$ cat src/rtl/sadc_pkg.sv
package sadc_pkg;

    typedef enum logic [1:0] {
        SEQ_IDLE,
        SEQ_SEND,
        SEQ_WAIT_STB,
        SEQ_RECV
    } seq_state_e;

    typedef struct packed {
        logic rise;
        logic fall;
    } sclk_edge_t;

    typedef struct packed {
        logic drive_en;
        logic rx_sel;
    } link_dir_t;

    function automatic logic seq_active(seq_state_e s);
        return s != SEQ_IDLE;
    endfunction

endpackage

$ cat src/rtl/sadc_sclk_gen.sv
module sadc_sclk_gen
    import sadc_pkg::*;
#(
    parameter int unsigned CLK_DIV = 12
) (
    input  logic       clk,
    input  logic       rst,
    input  logic       en,
    output logic       sclk_o,
    output sclk_edge_t edge_o
);
    localparam int unsigned HALF = CLK_DIV / 2;
    localparam int unsigned CW   = $clog2(CLK_DIV);
    localparam logic [CW-1:0] RISE_AT = CW'(HALF - 1);
    localparam logic [CW-1:0] FALL_AT = CW'(CLK_DIV - 1);

    logic [CW-1:0] cnt;
    logic          sclk_q;

    always_comb begin
        edge_o.rise = en && (cnt == RISE_AT);
        edge_o.fall = en && (cnt == FALL_AT);
    end

    always_ff @(posedge clk) begin
        if (rst || !en) begin
            cnt    <= '0;
            sclk_q <= 1'b0;
        end else begin
            cnt <= edge_o.fall ? '0 : cnt + 1'b1;
            if (edge_o.rise)      sclk_q <= 1'b1;
            else if (edge_o.fall) sclk_q <= 1'b0;
        end
    end

    assign sclk_o = sclk_q;

    // checker: length of each high phase
    logic [CW:0] hi_len;
    always_ff @(posedge clk) begin
        if (rst) hi_len <= '0;
        else     hi_len <= sclk_q ? hi_len + 1'b1 : '0;
    end

    AST_SCLK_HALF_HIGH: assert property (@(posedge clk) disable iff (rst)
        $fell(sclk_q) |-> (hi_len == (CW+1)'(HALF)));

endmodule

$ cat src/rtl/sadc_tx_shift.sv
module sadc_tx_shift #(
    parameter int unsigned W = 8
) (
    input  logic         clk,
    input  logic         rst,
    input  logic         load,
    input  logic [W-1:0] word_i,
    input  logic         shift,
    output logic         bit_o,
    output logic         last_o
);
    localparam int unsigned LW = $clog2(W + 1);
    localparam logic [LW-1:0] FULL = LW'(W);
    localparam logic [LW-1:0] ONE  = LW'(1);

    logic [W-1:0]  sh;
    logic [LW-1:0] left;

    always_ff @(posedge clk) begin
        if (rst) begin
            sh   <= '0;
            left <= '0;
        end else if (load) begin
            sh   <= word_i;
            left <= FULL;
        end else if (shift && left != '0) begin
            sh   <= {sh[W-2:0], 1'b0};
            left <= left - 1'b1;
        end
    end

    assign bit_o  = sh[W-1];
    assign last_o = shift && (left == ONE);

    AST_TX_WORD_HELD: assert property (@(posedge clk) disable iff (rst)
        (!load && !shift) |=> $stable(sh));

endmodule

$ cat src/rtl/sadc_rx_window.sv
module sadc_rx_window #(
    parameter int unsigned W     = 16,
    parameter int unsigned RES_W = 12,
    parameter int unsigned MSB   = 14
) (
    input  logic             clk,
    input  logic             rst,
    input  logic             clear,
    input  logic             shift,
    input  logic             din,
    output logic             full_o,
    output logic [RES_W-1:0] result_next_o
);
    localparam int unsigned KW = $clog2(W);
    localparam logic [KW-1:0] K_FIRST = KW'(W - 1 - MSB);
    localparam logic [KW-1:0] K_LAST  = KW'(W - 1 - MSB + RES_W - 1);
    localparam logic [KW-1:0] K_END   = KW'(W - 1);

    logic [KW-1:0]    k;
    logic [RES_W-1:0] res_sh;
    logic             in_win;

    assign in_win = (k >= K_FIRST) && (k <= K_LAST);

    always_ff @(posedge clk) begin
        if (rst || clear) begin
            k      <= '0;
            res_sh <= '0;
        end else if (shift) begin
            k <= k + 1'b1;
            if (in_win) res_sh <= {res_sh[RES_W-2:0], din};
        end
    end

    assign full_o        = shift && (k == K_END);
    assign result_next_o = (shift && in_win) ? {res_sh[RES_W-2:0], din} : res_sh;

    AST_RX_WINDOW_FROZEN: assert property (@(posedge clk) disable iff (rst || clear)
        (shift && k > K_LAST) |=> $stable(res_sh));

endmodule

$ cat src/rtl/sadc_strobe_watch.sv
module sadc_strobe_watch
    import sadc_pkg::*;
#(
    parameter int unsigned LIMIT = 16
) (
    input  logic       clk,
    input  logic       rst,
    input  logic       arm,
    input  sclk_edge_t edge_i,
    input  logic       strobe_i,
    output logic       hit_o,
    output logic       expire_o
);
    localparam int unsigned TW = $clog2(LIMIT);
    localparam logic [TW-1:0] LAST = TW'(LIMIT - 1);

    logic [TW-1:0] waited;

    always_ff @(posedge clk) begin
        if (rst || !arm)      waited <= '0;
        else if (edge_i.fall) waited <= waited + 1'b1;
    end

    assign hit_o    = arm && edge_i.rise && strobe_i;
    assign expire_o = arm && edge_i.fall && (waited == LAST);

    AST_WATCH_EXCLUSIVE: assert property (@(posedge clk) disable iff (rst)
        !(hit_o && expire_o));

endmodule

$ cat src/rtl/serial_adc_seq.sv
module serial_adc_seq
    import sadc_pkg::*;
#(
    parameter int unsigned CLK_DIV   = 12,
    parameter int unsigned CTRL_W    = 8,
    parameter int unsigned RX_W      = 16,
    parameter int unsigned RES_W     = 12,
    parameter int unsigned RES_MSB   = 14,
    parameter int unsigned STB_LIMIT = 16
) (
    input  logic              clk,
    input  logic              rst,
    input  logic              start_i,
    input  logic [CTRL_W-1:0] ctrl_i,
    output logic              busy_o,
    output logic              done_o,
    output logic [RES_W-1:0]  result_o,
    output logic              timeout_o,
    output logic              sclk_o,
    output logic              adc_din_o,
    output logic              adc_din_oe_o,
    output logic              link_rx_o,
    input  logic              adc_dout_i,
    input  logic              adc_strobe_i
);
    seq_state_e       state;
    sclk_edge_t       sedge;
    link_dir_t        dir;
    logic             rx_sel_q, done_q, tmo_q;
    logic [RES_W-1:0] result_q;
    logic             tx_load, tx_shift, tx_last;
    logic             rx_full;
    logic [RES_W-1:0] rx_result;
    logic             stb_hit, stb_expire;

    assign tx_load  = (state == SEQ_IDLE) && start_i;
    assign tx_shift = (state == SEQ_SEND) && sedge.fall;

    sadc_sclk_gen #(.CLK_DIV(CLK_DIV)) u_sclk (
        .clk   (clk),
        .rst   (rst),
        .en    (seq_active(state)),
        .sclk_o(sclk_o),
        .edge_o(sedge)
    );

    sadc_tx_shift #(.W(CTRL_W)) u_tx (
        .clk   (clk),
        .rst   (rst),
        .load  (tx_load),
        .word_i(ctrl_i),
        .shift (tx_shift),
        .bit_o (adc_din_o),
        .last_o(tx_last)
    );

    sadc_strobe_watch #(.LIMIT(STB_LIMIT)) u_watch (
        .clk     (clk),
        .rst     (rst),
        .arm     (state == SEQ_WAIT_STB),
        .edge_i  (sedge),
        .strobe_i(adc_strobe_i),
        .hit_o   (stb_hit),
        .expire_o(stb_expire)
    );

    sadc_rx_window #(.W(RX_W), .RES_W(RES_W), .MSB(RES_MSB)) u_rx (
        .clk          (clk),
        .rst          (rst),
        .clear        (stb_hit),
        .shift        ((state == SEQ_RECV) && sedge.fall),
        .din          (adc_dout_i),
        .full_o       (rx_full),
        .result_next_o(rx_result)
    );

    always_ff @(posedge clk) begin
        if (rst) begin
            state    <= SEQ_IDLE;
            rx_sel_q <= 1'b0;
            done_q   <= 1'b0;
            tmo_q    <= 1'b0;
            result_q <= '0;
        end else begin
            done_q <= 1'b0;
            tmo_q  <= 1'b0;
            unique case (state)
                SEQ_IDLE: if (start_i) begin
                    state    <= SEQ_SEND;
                    rx_sel_q <= 1'b0;
                end
                SEQ_SEND: if (tx_last) state <= SEQ_WAIT_STB;
                SEQ_WAIT_STB: begin
                    if (stb_hit) begin
                        state    <= SEQ_RECV;
                        rx_sel_q <= ~rx_sel_q;
                    end else if (stb_expire) begin
                        state <= SEQ_IDLE;
                        tmo_q <= 1'b1;
                    end
                end
                SEQ_RECV: if (rx_full) begin
                    state    <= SEQ_IDLE;
                    rx_sel_q <= 1'b0;
                    done_q   <= 1'b1;
                    result_q <= rx_result;
                end
                default: state <= SEQ_IDLE;
            endcase
        end
    end

    always_comb begin
        dir.rx_sel   = rx_sel_q;
        dir.drive_en = seq_active(state) && !rx_sel_q;
    end

    assign busy_o       = seq_active(state);
    assign done_o       = done_q;
    assign timeout_o    = tmo_q;
    assign result_o     = result_q;
    assign adc_din_oe_o = dir.drive_en;
    assign link_rx_o    = dir.rx_sel;

    AST_SCLK_QUIET_IDLE: assert property (@(posedge clk) disable iff (rst)
        !busy_o |-> !sclk_o);
    AST_DIN_STEADY_HIGH: assert property (@(posedge clk) disable iff (rst)
        (sclk_o && $past(sclk_o) && adc_din_oe_o) |-> $stable(adc_din_o));
    AST_TURN_ON_STROBE: assert property (@(posedge clk) disable iff (rst)
        $rose(link_rx_o) |-> $past(adc_strobe_i));
    AST_DONE_SINGLE: assert property (@(posedge clk) disable iff (rst)
        done_o |=> !done_o);
    AST_RESULT_HELD: assert property (@(posedge clk) disable iff (rst)
        !done_o |-> $stable(result_o));
    AST_TIMEOUT_CLEAN: assert property (@(posedge clk) disable iff (rst)
        timeout_o |-> (!done_o && !link_rx_o));

endmodule

$ cat config.mk
export PLATFORM = sky130hd
export DESIGN_NAME = serial_adc_seq
export DESIGN_NICKNAME = d
export VERILOG_FILES = /design/src/rtl/sadc_pkg.sv /design/src/rtl/sadc_sclk_gen.sv /design/src/rtl/sadc_tx_shift.sv /design/src/rtl/sadc_rx_window.sv /design/src/rtl/sadc_strobe_watch.sv /design/src/rtl/serial_adc_seq.sv
export SDC_FILE = /design/constraint.sdc
export NUM_CORES = 1
export LEC_CHECK = 0
export BUFFER_PORTS_ARGS = -buffer_cell sky130_fd_sc_hd__buf_2
export CAP_MARGIN = 10
export CORE_ASPECT_RATIO = 0.8
export CORE_MARGIN = 2
export CORE_UTILIZATION = 51
export DETAILED_ROUTE_END_ITERATION = 6
export GPL_ROUTABILITY_DRIVEN = 0
export PLACE_DENSITY = 0.72
export SLEW_MARGIN = 20
export SYNTH_ARGS = -nofsm -noshare
export SYNTH_HDL_FRONTEND = slang
export SYNTH_SLANG_ARGS = --single-unit
$ cat constraint.sdc
create_clock -name clk -period 1.9 [get_ports clk]
set_clock_uncertainty 0.2 [all_clocks]
set_input_delay 0.095 -clock clk [delete_from_list [all_inputs] [get_ports clk]]
set_output_delay 0.095 -clock clk [all_outputs]
set_load 0.01 [all_outputs]
==> results.json, run 1 <==
{
  "period_share": 1.09,
  "p_leak_nw": 1.41,
  "dp_worst_setup_slack_ps": -158,
  "final_cells": 397,
  "place_area_sq_um": 2910,
  "powerDensity_nw_per_um2": 803,
  "synth.distinct_cells": 48,
  "synth_cells": 255,
  "area_growth_pct": 41.5,
  "nets": 363,
  "violations": "setup timing",
  "rows": 22,
  "routed_wl_um": 6070,
  "post-synth-top-area-fraction": 0.450,
  "drive_gt1_frac": 0.407,
  "die_h_um": 65.4,
  "antenna_found_initial": 0,
  "relSlewSlack": 0.655,
  "period_needed_ps": 2080,
  "rsz0062_at_grt": "true",
  "fin_area_sq_um": 3400,
  "clockBufferDepth": 2,
  "fmaxAchievable_mhz": 481,
  "dr.first_iter.drc_count": 171,
  "crit_path_end_kind": "flip-flop",
  "worstPathRequired_ps": 1890,
  "synth_seq_cells": 54,
  "die_w_um": 80.8,
  "ys_warn_count": 0,
  "peakVddDrop_mv": 0.548,
  "min_path_type": "input port to flip-flop",
  "ys_seq_area_frac": 0.450,
  "grt_pass1_vias": 1998,
  "grt.total_usage": 0.231,
  "whs_ps": 13.2,
  "outcome": "finished, violations left",
  "synth_nets": 282,
  "place.detailed.hpwl_um": 3600,
  "grt_overflow_total": 0,
  "coreArea_sq_um": 4570,
  "synthFlopType": "dfxtp_1",
  "antenna_cells": 0,
  "drt_pass1_iterations": 4,
  "synthTopCellsByArea": "dfxtp_1 (45%), ha_1 (7.3%), nor2_1 (6.9%), mux2i_1 (5.4%), a211oi_1 (4.1%)",
  "cts_sinks": 54,
  "ant_nets": 0,
  "syn-cell-area_sq_um": 2400,
  "place_inst": 367,
  "grt_max_degree": 27,
  "tightest_slew_ps": 518,
  "critical_path.max_fanout": 10,
  "r2r_setup_slack_ps": -180,
  "synth_edf_count": 0,
  "grt_pass1_wl_um": 9370,
  "clock_latency_ps": 310,
  "setup_violations": 32,
  "portBuffers": 31,
  "hold_viol": 0,
  "htreeDepth": 2,
  "syn_avg_cell_area_sq_um": 9.43,
  "vias": 2155,
  "worst_slack_ps": -178,
  "cts_tree": "built",
  "via_per_inst": 5.43,
  "numCtsBuffers": 5,
  "start_util": 0.526,
  "synth_area_leader_cell": "dfxtp_1",
  "maxCapViolCount": 0,
  "ios": 32,
  "final_max_slew_viol_count": 0,
  "die-area_sq_um": 5280,
  "synthArstFlopShare": 0,
  "clk_pin_slew_ps": 100,
  "drc": 0,
  "crit_type": "flip-flop to flip-flop",
  "routedWlPerCell_um": 15.3,
  "cp-start-kind": "flip-flop",
  "cts_root_buffer": "clkbuf_8",
  "setup-tns-final_ps": -2340,
  "arrival_ps": 2070
}
==> per-layer routing <==
metal | vias up | track usage | share of wire
met5 | - | 0 | 0
li1 | 1056 | - | -
met1 | 1039 | 0.305 | 0.46
met3 | 6 | 0.0522 | 0.043
met2 | 54 | 0.382 | 0.49
met4 | 0 | 0.0593 | 0.0082
==> kinds of logic (layout without fill, tap and decap cells) <==
group | count (synthesis) | in the layout | synth area share
mux | 13 | 13 | 0.0541
simple gates | 101 | 101 | 0.216
xor+xnor | 9 | 9 | 0.0328
flops | 54 | 54 | 0.450
compound gates | 43 | 43 | 0.129
buf+inv | 21 | 103 | 0.0458
fa+ha+maj | 14 | 14 | 0.0729
==> Yosys cell counts, types with 2 or more instances <==
library cell and instances:
dfxtp_1 54, nor2_1 44, nand2_1 19, ha_1 14
a211oi_1 13, mux2i_1 13, a21oi_1 12, inv_1 9
nand3_1 8, nor3_1 7, clkbuf_1 6, xor2_1 5
a22oi_1 4, xnor2_1 4, buf_2 3, o21ai_0 3
a311oi_1 2, a31oi_1 2, nand4_1 2, nor2_2 2
or3_1 2
==> stage by stage <==
step | power, W | utilization
global route | 0.00287 | 0.745
global placement | 0.00188 | 0.637
CTS | 0.00263 | 0.712
finish | 0.00273 | 0.745
floorplan | 0.00166 | -
detailed placement | 0.00190 | 0.637
==> state kept, by name, summed over array words and instances, names as in the netlist, 2 cells and up <==
| name | cells |
|---|---|
| result_o | 12 |
| u_rx.res_sh | 12 |
| u_tx.sh | 8 |
| u_rx.k | 4 |
| u_sclk.cnt | 4 |
| u_tx.left | 4 |
| u_watch.waited | 4 |
| state | 2 |
==> what timing repair did <==
action,in CTS,in global routing
hold endpoints to repair,13,0
cloned,0,1
gates resized for setup,19,24
hold buffers,10,0
setup buffers,8,4
pin swaps,12,12
endpoints found under the setup margin,30,42
==> cells in the final DEF, fill, tap and decap left out, drive strengths merged, types with 10 or more instances in the layout <==
master        n
a21oi        12
dfxtp        54
ha           14
dlygate4sd3  10
nor2         46
buf          75
nand2        20
inv          10
a211oi       14
mux2i        13
==> critical path, cell delays in order (launching register included) <==
cell,delay (ps)
dfxtp_2,340
inv_2,50
ha_4,140
or4b_4,490
o2111ai_4,140
buf_12,190
mux2i_1,290
a211oi_1,120
==> path summary, 6_finish.rpt <==
check / start / endpoint / cells after the start
max: u_rx.k[1] / result_o[6] / 7
min: start_i / u_tx.left[3] / 3
max reg2reg: u_rx.k[1] / result_o[6] / 7
min reg2reg: u_tx.sh[7] / u_tx.sh[7] / 2
==> final cells by class <==
| class | count | area [sq um] |
|---|---|---|
| Clock buffer | 6 | 82.6 |
| Clock inverter | 2 | 16.3 |
| Fill cell | 313 | 1170 |
| Inverter | 9 | 36.3 |
| Multi-Input combinational cell | 180 | 1420 |
| Sequential cell | 54 | 1090 |
| Tap cell | 60 | 75.1 |
| Timing Repair Buffer | 86 | 679 |
==> power breakdown <==
group,switching [W],internal [W]
clock,0.000385,0.000301
combinational,0.000388,0.000405
sequential,0.0000548,0.00120
total,0.000828,0.00190
Note: power is estimated with default switching activity, not from simulation.
==> run 2: changes to the inputs <==
--- a/config.mk
+++ b/config.mk
@@ -14,2 +14,3 @@
 export GPL_ROUTABILITY_DRIVEN = 0
+export GPL_TIMING_DRIVEN = 0
 export PLACE_DENSITY = 0.72
==> constraint.sdc (replaced) <==
create_clock -name clk -period 1.9 [get_ports clk]
set_clock_uncertainty 0.2 [all_clocks]
set_input_delay 0.57 -clock clk [delete_from_list [all_inputs] [get_ports clk]]
set_output_delay 0.57 -clock clk [all_outputs]
set_load 0.01 [all_outputs]
==> run 2 against run 1 <==
  * The run still ends with setup timing left
  * Worst hold slack better by 260 ps
  * Combinational power increased by 4.9%
  * Die area is the same
  * Critical path type unchanged
==> results.json, run 2 (synthesis gave the netlist of run 1 again) <==
{
  "cp-startpoint": "u_rx.k[1]",
  "grt.total_usage": 0.225,
  "p_leak_nw": 1.42,
  "area_growth_pct": 46.2,
  "nets": 357,
  "coreArea_sq_um": 4570,
  "die_w_um": 80.8,
  "ios": 32,
  "peakVddDrop_mv": 0.614,
  "critical_path.max_fanout": 5,
  "relSlewSlack": 0.567,
  "place_inst": 345,
  "final_max_slew_viol_count": 0,
  "hold_depth": 2,
  "cp-start-kind": "flip-flop",
  "maxCapViolCount": 0,
  "outcome": "finished, violations left",
  "period_needed_ps": 2120,
  "crit_path_end_kind": "flip-flop",
  "routed_wl_um": 6210,
  "crit_type": "flip-flop to flip-flop",
  "grt_overflow_total": 0,
  "worstHoldStart": "u_tx.sh[7]",
  "final_cells": 391,
  "worstPathRequired_ps": 1870,
  "grt_pass1_vias": 1948,
  "setup-tns-final_ps": -4960,
  "vias": 2147,
  "fmaxAchievable_mhz": 473,
  "portBuffers": 30,
  "powerDensity_nw_per_um2": 793,
  "clock_latency_ps": 320,
  "htreeDepth": 2,
  "rows": 22,
  "r2r_setup_slack_ps": -220,
  "routedWlPerCell_um": 15.9,
  "whs_ps": 270,
  "cts_tree": "built",
  "power_w": 0.00279,
  "die-area_sq_um": 5280,
  "clk_pin_slew_ps": 110,
  "antenna_found_initial": 0,
  "worst_slack_ps": -216,
  "grt_max_degree": 20,
  "cts_root_buffer": "clkbuf_8",
  "numCtsBuffers": 5,
  "setup_violations": 41,
  "ant_nets": 0,
  "clockBufferDepth": 2,
  "die_h_um": 65.4,
  "dp_worst_setup_slack_ps": -266,
  "grt_pass1_wl_um": 9030,
  "period_share": 1.11,
  "fillers": 303,
  "tightest_slew_ps": 650,
  "hold_viol": 0,
  "final_common_cell": "dfxtp_1",
  "dr.first_iter.drc_count": 142,
  "drc": 0,
  "place.detailed.hpwl_um": 3400,
  "via_per_inst": 5.49,
  "drt_pass1_iterations": 4,
  "rsz0062_at_grt": "true",
  "violations": "setup timing",
  "layout_common_cells": "dfxtp_1 (45), nor2_1 (42), buf_4 (33), buf_2 (28), nand2_1 (16)",
  "drive_gt1_frac": 0.465,
  "cts_sinks": 54,
  "min_path_type": "flip-flop to flip-flop",
  "arrival_ps": 2090,
  "antenna_cells": 0,
  "r2r_cells": 7,
  "r2r_start": "u_rx.k[1]",
  "start_util": 0.526
}
## run 2: cell count changes in the layout (fill, tap and decap cells not counted), moves of 3 or more
cell and change:
dlygate4sd3_1 -10, mux2i_1 -4, a22oi_2 -3, a211oi_2 +5
buf_2 -3, a22oi_1 +3, inv_4 +3, dfxtp_1 -3
a211oi_1 -5, mux2i_4 +5, inv_2 -3, buf_8 +3
clkbuf_1 +4
## run 2: worst max-delay path, cell delays in order, from the launching register on
cell and delay [ps]:
dfxtp_2 350, inv_2 50, ha_4 150, or4b_4 490, o2111ai_4 190, buf_16 170
mux2i_2 250, a211oi_1 120
## run 2: final cells by class
cell class | count | area, sq um | area share
buffer | 11 | 113 | 0.0320
clock buffer | 5 | 68.8 | 0.0196
clock inverter | 3 | 28.8 | 0.00819
inverter | 9 | 43.8 | 0.0125
multi-input combinational | 180 | 1570 | 0.446
sequential | 54 | 1100 | 0.314
tap | 60 | 75.1 | 0.0214
timing repair buffer | 69 | 515 | 0.147
## run 2: worst paths after layout
path / end
setup / recovery: result_o[7]
hold / removal: u_tx.sh[7]
setup reg to reg: result_o[7]
hold reg to reg: u_tx.sh[7]
## run 2: where the power goes
| group | switching (W) | internal [W] |
|---|---|---|
| registers | 0.0000574 | 0.00120 |
| clock network | 0.000425 | 0.000277 |
| logic | 0.000414 | 0.000418 |
| total | 0.000895 | 0.00189 |
## run 2: repair_timing
action,CTS,global route
pin swaps,21,16
endpoints found under the setup margin,40,45
hold buffers,0,0
cloned,2,0
resized for setup,47,41
buffers inserted,18,20
## run 2: metal layers
| metal | global-route usage | share of wire |
|---|---|---|
| met1 | 0.289 | 0.45 |
| met2 | 0.376 | 0.49 |
| met3 | 0.0536 | 0.043 |
| met4 | 0.0678 | 0.010 |
| met5 | 0 | 0 |
## run 2: metrics by stage
step | utilization | cell area [sq um]
6_report | 0.769 | 3510
2_1_floorplan | - | 2480
5_1_grt | 0.769 | 3510
3_3_place_gp | 0.593 | 2710
3_5_place_dp | 0.593 | 2710
4_1_cts | 0.696 | 3180
